### config.mk
export PLATFORM = sky130hd
export DESIGN_NAME = serial_cmd_port
export DESIGN_NICKNAME = d
export VERILOG_FILES = /design/src/rtl/scp_pkg.sv /design/src/rtl/scp_sync.sv /design/src/rtl/scp_edge.sv /design/src/rtl/scp_shifter.sv /design/src/rtl/scp_status_tx.sv /design/src/rtl/scp_out_buf.sv /design/src/rtl/serial_cmd_port.sv
export SDC_FILE = /design/constraint.sdc
export NUM_CORES = 1
export LEC_CHECK = 0
export BUFFER_PORTS_ARGS = -buffer_cell sky130_fd_sc_hd__buf_2
export CAP_MARGIN = 20
export CORE_UTILIZATION = 45
export CTS_BUF_LIST = sky130_fd_sc_hd__clkbuf_8
export DETAILED_ROUTE_END_ITERATION = 8
export PLACE_DENSITY = 0.7
export SLEW_MARGIN = 40
export SYNTH_ARGS = -nofsm -noshare
export SYNTH_HDL_FRONTEND = slang
export SYNTH_SLANG_ARGS = --single-unit
### constraint.sdc
create_clock -name clk -period 1.8 [get_ports clk]
set_input_delay 0.09 -clock clk [delete_from_list [all_inputs] [get_ports clk]]
set_output_delay 0.09 -clock clk [all_outputs]
set_load 0.1 [all_outputs]
### src/rtl/scp_pkg.sv
package scp_pkg;
  localparam int CMD_W_DEF  = 16;
  localparam int STAT_W_DEF = 2;
  localparam int SYNC_DEF   = 2;

  typedef struct packed {
    logic rise;
    logic fall;
  } edge_t;
endpackage

### src/rtl/scp_sync.sv
module scp_sync #(
  parameter int          W      = 3,
  parameter int          STAGES = 2,
  parameter logic [W-1:0] RST_VAL = '0
) (
  input  logic         clk,
  input  logic         rst_n,
  input  logic [W-1:0] d,
  output logic [W-1:0] q
);
  logic [W-1:0] stg [STAGES];

  always_ff @(posedge clk or negedge rst_n) begin
    if (!rst_n) begin
      for (int k = 0; k < STAGES; k++) stg[k] <= RST_VAL;
    end else begin
      stg[0] <= d;
      for (int k = 1; k < STAGES; k++) stg[k] <= stg[k-1];
    end
  end

  assign q = stg[STAGES-1];
endmodule

### src/rtl/scp_edge.sv
module scp_edge #(
  parameter logic RST_VAL = 1'b0
) (
  input  logic          clk,
  input  logic          rst_n,
  input  logic          sig,
  output scp_pkg::edge_t ed
);
  logic prev;

  always_ff @(posedge clk or negedge rst_n) begin
    if (!rst_n) prev <= RST_VAL;
    else        prev <= sig;
  end

  always_comb begin
    ed.rise = sig & ~prev;
    ed.fall = ~sig & prev;
  end
endmodule

### src/rtl/scp_shifter.sv
module scp_shifter #(
  parameter int CMD_W = 16,
  localparam int CNT_W = $clog2(CMD_W + 1)
) (
  input  logic             clk,
  input  logic             rst_n,
  input  logic             sel_q,
  input  logic             sck_rise,
  input  logic             sdi_q,
  output logic [CNT_W-1:0] bit_cnt,
  output logic             done,
  output logic [CMD_W-1:0] word
);
  localparam logic [CNT_W-1:0] LAST = CNT_W'(CMD_W - 1);
  localparam logic [CNT_W-1:0] FULL = CNT_W'(CMD_W);

  logic [CMD_W-1:0] sh;
  logic             take;

  assign take = sck_rise & ~sel_q & (bit_cnt != FULL);

  always_ff @(posedge clk or negedge rst_n) begin
    if (!rst_n) begin
      sh      <= '0;
      bit_cnt <= '0;
      done    <= 1'b0;
    end else if (sel_q) begin
      sh      <= '0;
      bit_cnt <= '0;
      done    <= 1'b0;
    end else begin
      done <= take & (bit_cnt == LAST);
      if (take) begin
        sh      <= {sh[CMD_W-2:0], sdi_q};
        bit_cnt <= bit_cnt + 1'b1;
      end
    end
  end

  assign word = sh;
endmodule

### src/rtl/scp_status_tx.sv
module scp_status_tx #(
  parameter int STAT_W = 2
) (
  input  logic              clk,
  input  logic              rst_n,
  input  logic              sel_q,
  input  logic              sel_fall,
  input  logic              sck_fall,
  input  logic [STAT_W-1:0] stat,
  output logic              sdo
);
  logic [STAT_W-1:0] sh;

  always_ff @(posedge clk or negedge rst_n) begin
    if (!rst_n) begin
      sh  <= '0;
      sdo <= 1'b0;
    end else begin
      if (sel_q)         sh <= '0;
      else if (sel_fall) sh <= stat;
      else if (sck_fall) sh <= sh << 1;
      sdo <= sel_q ? 1'b0 : sh[STAT_W-1];
    end
  end
endmodule

### src/rtl/scp_out_buf.sv
module scp_out_buf #(
  parameter int CMD_W = 16
) (
  input  logic             clk,
  input  logic             rst_n,
  input  logic             load,
  input  logic [CMD_W-1:0] din,
  output logic             valid,
  input  logic             ready,
  output logic [CMD_W-1:0] dout
);
  always_ff @(posedge clk or negedge rst_n) begin
    if (!rst_n) begin
      valid <= 1'b0;
      dout  <= '0;
    end else if (load && (!valid || ready)) begin
      valid <= 1'b1;
      dout  <= din;
    end else if (valid && ready) begin
      valid <= 1'b0;
    end
  end
endmodule

### src/rtl/serial_cmd_port.sv
module serial_cmd_port #(
  parameter int CMD_W  = scp_pkg::CMD_W_DEF,
  parameter int STAT_W = scp_pkg::STAT_W_DEF,
  parameter int SYNC   = scp_pkg::SYNC_DEF,
  localparam int CNT_W = $clog2(CMD_W + 1)
) (
  input  logic              clk,
  input  logic              rst_n,
  input  logic              sck_i,
  input  logic              sel_n_i,
  input  logic              sdi_i,
  output logic              sdo_o,
  input  logic [STAT_W-1:0] stat_i,
  output logic              cmd_valid_o,
  input  logic              cmd_ready_i,
  output logic [CMD_W-1:0]  cmd_word_o
);
  logic [2:0]       pins_q;
  logic             sck_q, sel_q, sdi_q;
  scp_pkg::edge_t   sck_ed, sel_ed;
  logic [CNT_W-1:0] bit_cnt;
  logic             word_done;
  logic [CMD_W-1:0] word;

  scp_sync #(.W(3), .STAGES(SYNC), .RST_VAL(3'b010)) u_sync (
    .clk(clk), .rst_n(rst_n),
    .d({sck_i, sel_n_i, sdi_i}), .q(pins_q)
  );
  assign {sck_q, sel_q, sdi_q} = pins_q;

  scp_edge #(.RST_VAL(1'b0)) u_sck_ed (
    .clk(clk), .rst_n(rst_n), .sig(sck_q), .ed(sck_ed)
  );
  scp_edge #(.RST_VAL(1'b1)) u_sel_ed (
    .clk(clk), .rst_n(rst_n), .sig(sel_q), .ed(sel_ed)
  );

  scp_shifter #(.CMD_W(CMD_W)) u_shift (
    .clk(clk), .rst_n(rst_n), .sel_q(sel_q), .sck_rise(sck_ed.rise),
    .sdi_q(sdi_q), .bit_cnt(bit_cnt), .done(word_done), .word(word)
  );

  scp_status_tx #(.STAT_W(STAT_W)) u_stat (
    .clk(clk), .rst_n(rst_n), .sel_q(sel_q), .sel_fall(sel_ed.fall),
    .sck_fall(sck_ed.fall), .stat(stat_i), .sdo(sdo_o)
  );

  scp_out_buf #(.CMD_W(CMD_W)) u_out (
    .clk(clk), .rst_n(rst_n), .load(word_done), .din(word),
    .valid(cmd_valid_o), .ready(cmd_ready_i), .dout(cmd_word_o)
  );
endmodule

# Word-level counts from Yosys, hierarchy flattened
# Index checks and enable logic that the tools add are counted.
[classes]
n_addsub = 1
eq_ne = 2
muxes = 11
n_bitwise = 9
n_reduce_logical = 7
[ops]
columns = ["cell", "count"]
rows = [
  ["16-bit two-way mux", 2],
  ["5-bit two-way mux", 2],
  ["1-bit bitwise AND", 6],
  ["2-bit two-way mux", 3],
  ["5-bit by 1-bit adder with 5-bit output (second input constant)", 1],
  ["5-bit by 4-bit equality test with 1-bit output (second input constant)", 1],
  ["5-bit != test (second input constant)", 1],
  ["1-bit two-way mux", 4],
  ["2-bit nonzero test", 2],
  ["1-bit inverter", 3],
  ["3-bit nonzero test", 1],
  ["1-bit logical AND", 2],
  ["1-bit logical NOT", 1],
  ["1-bit logical OR", 1],
]
[word_totals]
register_bits = 50
input_bits = 8
out_inout_bits = 18
wordCells = 41

# Logic depth before layout (Yosys ltp)
# Gate-level depths: netlist of run 1.
[depth]
ltp_word = 6
ltp_mapped = 6
mapped_depth_nobuf = 5

# Cells and area by module
# A second synthesis of run 1 with hierarchy kept.
[hier_totals]
cells_unflattened = 145
hier_area_um2 = 2205.9
[by_module_without_submodules]
columns = ["module", "instances", "cells_each", "area_per_inst_um2", "seq_area_each_um2"]
rows = [
  ["scp_shifter", 1, 82, 1124.8, 550.5],
  ["scp_out_buf", 1, 37, 695.7, 425.4],
  ["scp_sync", 1, 9, 175.2, 152.6],
  ["scp_status_tx", 1, 11, 128.9, 75.1],
  ["scp_edge at u_sel_ed", 1, 3, 41.3, 26.3],
  ["scp_edge at u_sck_ed", 1, 3, 40.0, 25.0],
]

# Worst setup path before layout of run 1
# Ideal clock, no wire load.
[synth_path]
kind = "reg-to-reg"
from = "reg u_out.valid"
to = "reg u_out.dout[10]"
setup_time_ns = 0.126
arrival_time_ns = 1.855
required_time_ns = 1.674
slack_ns = -0.181
stages_incl_launch_ff = 5
period_less_slack_ns = 1.981
cell_sequence = "dfrtp_1 nand2b_1 nand2_1 buf_2 mux2_2"
[synth_via]
elab_chain_cells = 3
[synth_rtl]
columns = ["element", "line_no", "rtl"]
rows = [
  ["from (decl)", "scp_out_buf.sv:8", "output logic valid,"],
  ["from (signal assigned)", "scp_out_buf.sv:14", "valid <= 1'b0;"],
  ["from (signal assigned)", "scp_out_buf.sv:17", "valid <= 1'b1;"],
  ["from (signal assigned)", "scp_out_buf.sv:20", "valid <= 1'b0;"],
  ["1-bit logical NOT", "scp_out_buf.sv:16", "end else if (load && (!valid || ready)) begin"],
  ["1-bit logical OR", "scp_out_buf.sv:16", ""],
  ["1-bit logical AND", "scp_out_buf.sv:16", ""],
  ["to (signal assigned)", "scp_out_buf.sv:18", "dout <= din;"],
  ["to (decl)", "scp_out_buf.sv:10", "output logic [CMD_W-1:0] dout"],
]
# Every way passes these cells.
# A chain may end at the register's enable or synchronous reset.

# Worst setup path after layout of run 1
[layout_path]
from = "reg u_shift.bit_cnt[0]"
to = "reg u_shift.sh[15], in the netlist u_shift.word[15]"
[layout_via]
elab_chain_cells = 3
[layout_rtl]
columns = ["element", "line_no", "rtl"]
rows = [
  ["from (decl)", "scp_shifter.sv:10", "output logic [CNT_W-1:0] bit_cnt,"],
  ["from (signal assigned)", "scp_shifter.sv:35", "bit_cnt <= bit_cnt + 1'b1;"],
  ["5-bit != test", "scp_shifter.sv:20", "assign take = sck_rise & ~sel_q & (bit_cnt != FULL);"],
  ["1-bit bitwise AND", "scp_shifter.sv:20", ""],
  ["2-bit nonzero test (no source line)", "n/a", ""],
  ["to (signal assigned)", "scp_shifter.sv:34", "sh <= {sh[CMD_W-2:0], sdi_q};"],
  ["to (decl)", "scp_shifter.sv:17", "logic [CMD_W-1:0] sh;"],
]
# Every way passes these cells.

==> impl_metrics.tcl, run 1 <==
set metrics [dict create \
    status "finished, final reports clean" \
    cts_hold_buf 4 \
    fp.dieH_um 69.4 \
    hp-class "input pin to flip-flop" \
    drv_cap 0 \
    leakagePower_nw 1.30 \
    use_met2 0.232 \
    synth_fp_nets 148 \
    synth_cell_types 24 \
    setup_viol 0 \
    antenna_found_initial 0 \
    instances_no_fill 225 \
    synth_seq_cells 50 \
    path_class "flip-flop to flip-flop" \
    path_delay_family "simple AND/OR/NAND/NOR gates" \
    timing.fmax_ghz 0.614 \
    ios 26 \
    drtPass1Iterations 2 \
    use_met1 0.183 \
    cts_sinks 50 \
    drive_gt1_frac 0.434 \
    vias_per_cell 4.91 \
    finalCriticalPeriod_ns 1.63 \
    yosysTopAreaCell "dfrtp_1" \
    grt_max_degree 27 \
    critPathCaptureType "flip-flop" \
    crit_buf_inv 1 \
    post_cts_resized 0 \
    clkSlewWorstSetupHoldPaths_ns 0.09 \
    arrival_ns 1.82 \
    cts_max_path_buffers 2 \
    finalCritPeriodShare 0.904 \
    final_nets 183 \
    chipWidth_um 69.4 \
    relSlewSlack 0.624 \
    dp_cells 213 \
    grt_pass1_wl_mm 5.45 \
    cp_cell_sequence "inv_1, ha_1, nand4bb_1, nand2_4, mux2_2" \
    synth_area_leaders "dfrtp_1 58%, mux2_2 14%, mux2_4 5.9%, nor2b_1 4.0%, dfstp_2 3.9%" \
    netlist.area_leader.share 0.576 \
    worstSetupStartpointType "flip-flop" \
    finalHoldViolCount 0 \
    stdcell_area_um2 2400 \
    slowest_stage "dfrtp_1" \
    grt-busiest-layer "met2" \
    cts-root-buf "clkbuf_8" \
    worst-path-max-fanout 19 \
    worstPathRequired_ns 1.99 \
    place_area_um2 2240 \
    wl_per_cell_um 13.8 \
    power_density_nw_per_um2 857 \
    grt_usage 0.146 \
    ctsHtreeMaxLevel 2 \
    numCtsBuffers 5 \
    rsz0062_at_grt "false" \
    syn_to_final_growth_pct 17.5 \
    post-dp-hpwl_mm 2.13 \
    fin_setup_tns_ns 0 \
    post-cts-setup-buffer-count 0 \
    final_max_slew_viol_count 0 \
    drc_errors 0 \
    max-vdd-ir-drop_mv 0.459 \
    cts_tree "built" \
    fp-row-count 24 \
    avgSynthCellArea_um2 14.9 \
    synth.cell_area_um2 2040 \
    diodes 0 \
    tightest_slew_ns 0.564 \
    routed_wl_mm 3.09 \
    synth_warnings 0 \
    start_util 0.469 \
    coreArea_um2 4350 \
    via_count 1104 \
    worst_path_largest_cell_delay_ns 0.43 \
    finClkSkew_ns 0.00954 \
    grt_pass1_vias 1176 \
    numPortBuffers 25 \
    met3_usage 0.0422 \
    drt-initial-drc-count 29 \
    ant_nets 0 \
    grt_overflow_total 0 \
    clock_latency_ns 0.30 \
    routabilityCongestion 0.780 \
    syn-instance-count 137 \
    dieArea_um2 4810 \
    yosysSeqAreaShare 0.615 \
]
[layout by cell type (no fill, tap or decap), types with 4 or more instances in the layout]
master,instances
and2b_1,4
buf_2,25
clkbuf_8,6
dfrtp_1,46
dlygate4sd3_1,4
inv_1,5
mux2_2,26
mux2_4,8
mux2i_1,4
nand2b_1,7
nor2b_1,13
[sequential cells by signal (all words and copies together), names as in the netlist, 2 cells and up]
signal	count
u_shift.bit_cnt	5
u_sync.q	3
u_shift.word	16
u_stat.sh	2
u_out.dout	16
u_sync.stg	3
[final cells by class]
| type | count | area (µm²) |
|---|---|---|
| inverters | 4 | 15.0 |
| fillers | 360 | 1950 |
| multi-input cells | 79 | 747 |
| well taps | 52 | 65.1 |
| clock buffers | 6 | 82.6 |
| flip-flops and latches | 50 | 1260 |
| clock inverters | 2 | 33.8 |
| repair buffers | 32 | 200 |
[cell usage after synthesis]
library cell / number
dfrtp_1: 47
mux2_2: 26
nor2b_1: 13
mux2_4: 8
nand2b_1: 7
and2b_1: 4
inv_1: 4
mux2i_1: 4
dfstp_2: 3
ha_1: 3
a21oi_1: 2
and3_1: 2
buf_2: 2
nand2_1: 2
buf_6: 1
clkbuf_1: 1
nand2_4: 1
nand3_1: 1
nand3b_1: 1
nand4_1: 1
nand4bb_1: 1
nor2_1: 1
nor3b_4: 1
o21a_1: 1
[worst register-to-register path, stage by stage (launching register included)]
cell,delay (ns)
dfrtp_1,0.43
inv_1,0.07
ha_1,0.14
nand4bb_1,0.19
nand2_4,0.32
mux2_2,0.38
[power breakdown]
part	leakage (nW)	internal (mW)	switching (mW)	total (mW)
Clock	0.0626	0.448	0.357	0.805
Combinational	0.564	0.0405	0.0560	0.0965
Sequential	0.672	1.14	0.0118	1.15
Total	1.30	1.63	0.425	2.06
[kinds of logic after synthesis]
logic type / count (synthesis) / share of synthesized area
flops: 50 / 0.615
compound gates: 3 / 0.00858
fa+ha+maj: 3 / 0.0184
simple gates: 35 / 0.117
mux: 38 / 0.222
buf+inv: 8 / 0.0196
[metrics by stage]
stage	total power [mW]	hold slack, ns	util	worst slack (ns)
after global placement	1.26	0.105	0.515	0.217
final	2.06	0.0348	0.551	0.172
after floorplan	1.22	-0.206	-	0.100
after detailed placement	1.27	0.121	0.515	0.163
after global routing	2.14	0.0303	0.551	0.0671
after CTS	2.08	0.0269	0.551	0.160
[worst paths after layout]
check / from / to / slack (ns) / cells after the start
worst min register to register: u_sync.stg[3] / u_sync.q[0] / 0.35 / 0
worst min-delay path: stat_i[0] / u_stat.sh[0] / 0.03 / 3
min in group asynchronous: rst_n / u_shift.word[0] / 0.31 / 2
max in group asynchronous: rst_n / u_sync.stg[4] / 0.88 / 3
worst max register to register: u_shift.bit_cnt[0] / u_shift.word[15] / 0.17 / 5
worst max-delay path: u_shift.bit_cnt[0] / u_shift.word[15] / 0.17 / 5
[metal layers]
| layer | up-vias | share of wire |
|---|---|---|
| met1 | 549 | 0.47 |
| met3 | 2 | 0.036 |
| met4 | 0 | 0.014 |
| li1 | 531 | - |
| met2 | 22 | 0.48 |
| met5 | - | 0 |
Power figures use the tool's default switching activity.
==> inputs of run 2 (changes only) <==
--- a/config.mk
+++ b/config.mk
@@ -10,7 +10,9 @@
 export CORE_UTILIZATION = 45
 export CTS_BUF_LIST = sky130_fd_sc_hd__clkbuf_8
 export DETAILED_ROUTE_END_ITERATION = 8
+export HOLD_SLACK_MARGIN = 0.12
 export PLACE_DENSITY = 0.7
+export RECOVER_POWER = 50
 export SLEW_MARGIN = 40
 export SYNTH_ARGS = -nofsm -noshare
 export SYNTH_HDL_FRONTEND = slang
==> constraint.sdc (replaced) <==
create_clock -name clk -period 1.65 [get_ports clk]
set_input_delay 0.0825 -clock clk [delete_from_list [all_inputs] [get_ports clk]]
set_output_delay 0.0825 -clock clk [all_outputs]
set_load 0.1 [all_outputs]
==> run 2 against run 1 <==
Compared with the run above:
- cell count is 5.3% higher
- die area stayed put
- critical path depth is 1 higher
- setup slack worse by 0.11 ns
- clock power is 17% lower
- maximum frequency is 2.4% higher
- core utilization is 1.9 points higher
- worst hold slack better by 0.28 ns
- sequential power is 9.6% higher
==> impl_metrics.tcl, run 2 (synthesized netlist as in run 1, its figures left out) <==
set metrics [dict create \
    status "finished, final reports clean" \
    switchingPower_mw 0.461 \
    r2r-start "u_shift.bit_cnt[0]" \
    tightest_slew_ns 0.600 \
    final_max_slew_viol_count 0 \
    ant_nets 0 \
    relSlewSlack 0.600 \
    grt_max_degree 28 \
    path_class "flip-flop to flip-flop" \
    finalCriticalPeriod_ns 1.59 \
    layout_common_cells "46 x dfrtp_1, 26 x mux2_2, 24 x buf_2, 13 x nor2b_1, 10 x buf_4" \
    p_sw_frac 0.224 \
    coreArea_um2 4350 \
    fin_setup_tns_ns 0 \
    finalCritPeriodShare 0.963 \
    start_util 0.469 \
    instances_no_fill 237 \
    post-place-ws_ns 0.00617 \
    ios 26 \
    timing.fmax_ghz 0.629 \
    antenna_found_initial 0 \
    cts_max_path_buffers 2 \
    drt-initial-drc-count 61 \
    fp-row-count 24 \
    worstPathRequired_ns 1.84 \
    max-vdd-ir-drop_mv 0.410 \
    via_count 1173 \
    dieArea_um2 4810 \
    pwr-share-comb 0.064 \
    timing.final.ws_setup_ns 0.0608 \
    fp.dieH_um 69.4 \
    routed_wl_mm 3.29 \
    reg2reg_depth 6 \
    routabilityCongestion 0.821 \
    numCtsBuffers 5 \
    clock_latency_ns 0.30 \
    rr_endpoint "u_shift.word[9]" \
    cts_tree "built" \
    vias_per_cell 4.95 \
    grt_overflow_total 0 \
    cts_sinks 50 \
    worst-path-max-fanout 7 \
    syn_to_final_growth_pct 21.5 \
    power_frac_seq 0.612 \
    diodes 0 \
    drc_errors 0 \
    whs_ns 0.310 \
    post_cts_resized 0 \
    clkSlewWorstSetupHoldPaths_ns 0.09 \
    post-dp-hpwl_mm 2.15 \
    drive_gt1_frac 0.454 \
    chipWidth_um 69.4 \
    grt_pass1_vias 1222 \
    arrival_ns 1.78 \
    reg2reg_setup_slack_ns 0.06 \
    totalPowerFinal_mw 2.05 \
    drv_cap 0 \
    internal_power_mw 1.59 \
    layout_commonest_cell "dfrtp_1" \
    finalHoldViolCount 0 \
    numPortBuffers 25 \
    dp_cells 214 \
    ctsHtreeMaxLevel 2 \
    finClkSkew_ns 0.00790 \
    worstSetupStartpointType "flip-flop" \
    setup_viol 0 \
    leakagePower_nw 1.34 \
    hp-class "input pin to async pin" \
    critPathCaptureType "flip-flop" \
    final_nets 196 \
    grt_usage 0.151 \
    p_clk_frac 0.324 \
    cts-root-buf "clkbuf_8" \
    wl_per_cell_um 13.9 \
    grt_pass1_wl_mm 5.69 \
    power_density_nw_per_um2 828 \
    drtPass1Iterations 4 \
]
-- run 2: changes by cell type in the layout (fill, tap and decap cells not counted), sizes merged --
cell,previous run,this run
clkinvlp,0,1
buf,28,36
clkbuf,6,7
dlygate4sd3,4,7
bufinv,1,0
-- run 2: repair_timing --
| item | in CTS | in global routing |
|---|---|---|
| setup buffers | 0 | 9 |
| setup endpoints to repair | 5 | 17 |
| pin swaps | 1 | 1 |
| cloned | 0 | 0 |
| hold buffers | 7 | 0 |
| hold endpoints to repair | 28 | 0 |
-- run 2: layout make-up --
type                    count  area [µm²]
clock buffers               5        68.8
inverters                   4        15.0
fillers                   345        1870
well taps                  52        65.1
repair buffers             45         315
clock inverters             2        11.3
multi-input cells          79         747
flip-flops and latches     50        1260
-- run 2: how the worst max path moves through the flow --
stage                                  start              end  slack [ns]  cells past startpoint
after floorplan                  u_out.valid   u_out.dout[10]        0.04                      4
after global placement    u_shift.bit_cnt[1]  u_shift.word[5]        0.08                      5
after detailed placement  u_shift.bit_cnt[1]  u_shift.word[7]       0.006                      5
after CTS                 u_shift.bit_cnt[1]  u_shift.word[7]       0.006                      5
after global routing      u_shift.bit_cnt[1]  u_shift.word[5]       -0.04                      6
final                     u_shift.bit_cnt[0]  u_shift.word[9]        0.06                      6
-- run 2: power groups by stage --
| stage | clock (mW) | sequential [mW] | combinational [mW] |
|---|---|---|---|
| final | 0.665 | 1.26 | 0.132 |
| after global routing | 0.744 | 1.26 | 0.148 |
| after CTS | 0.687 | 1.26 | 0.121 |
| after detailed placement | 0 | 1.28 | 0.107 |
| after global placement | 0 | 1.28 | 0.102 |
| after floorplan | 0 | 1.29 | 0.0459 |
-- run 2: per-stage QoR --
step,area (µm²),utilization
after detailed placement,2250,0.518
after global placement,2250,0.518
after floorplan,2050,-
after global routing,2480,0.570
after CTS,2400,0.552
final,2480,0.570
-- run 2: layer usage --
metal,global-route usage,routed length [µm],vias to the layer above,part of all wire
met4,0.0590,41,0,0.012
met3,0.0451,107,4,0.033
met5,0,0,-,0
met1,0.202,1600,585,0.49
met2,0.230,1540,24,0.47
li1,-,-,560,-
-- run 2: worst max-delay path, stage by stage (launching register included) --
cell       delay, ns
dfrtp_1         0.39
inv_1           0.08
ha_1            0.15
nand4bb_1       0.20
nand2_4         0.18
buf_4           0.15
mux2_2          0.32
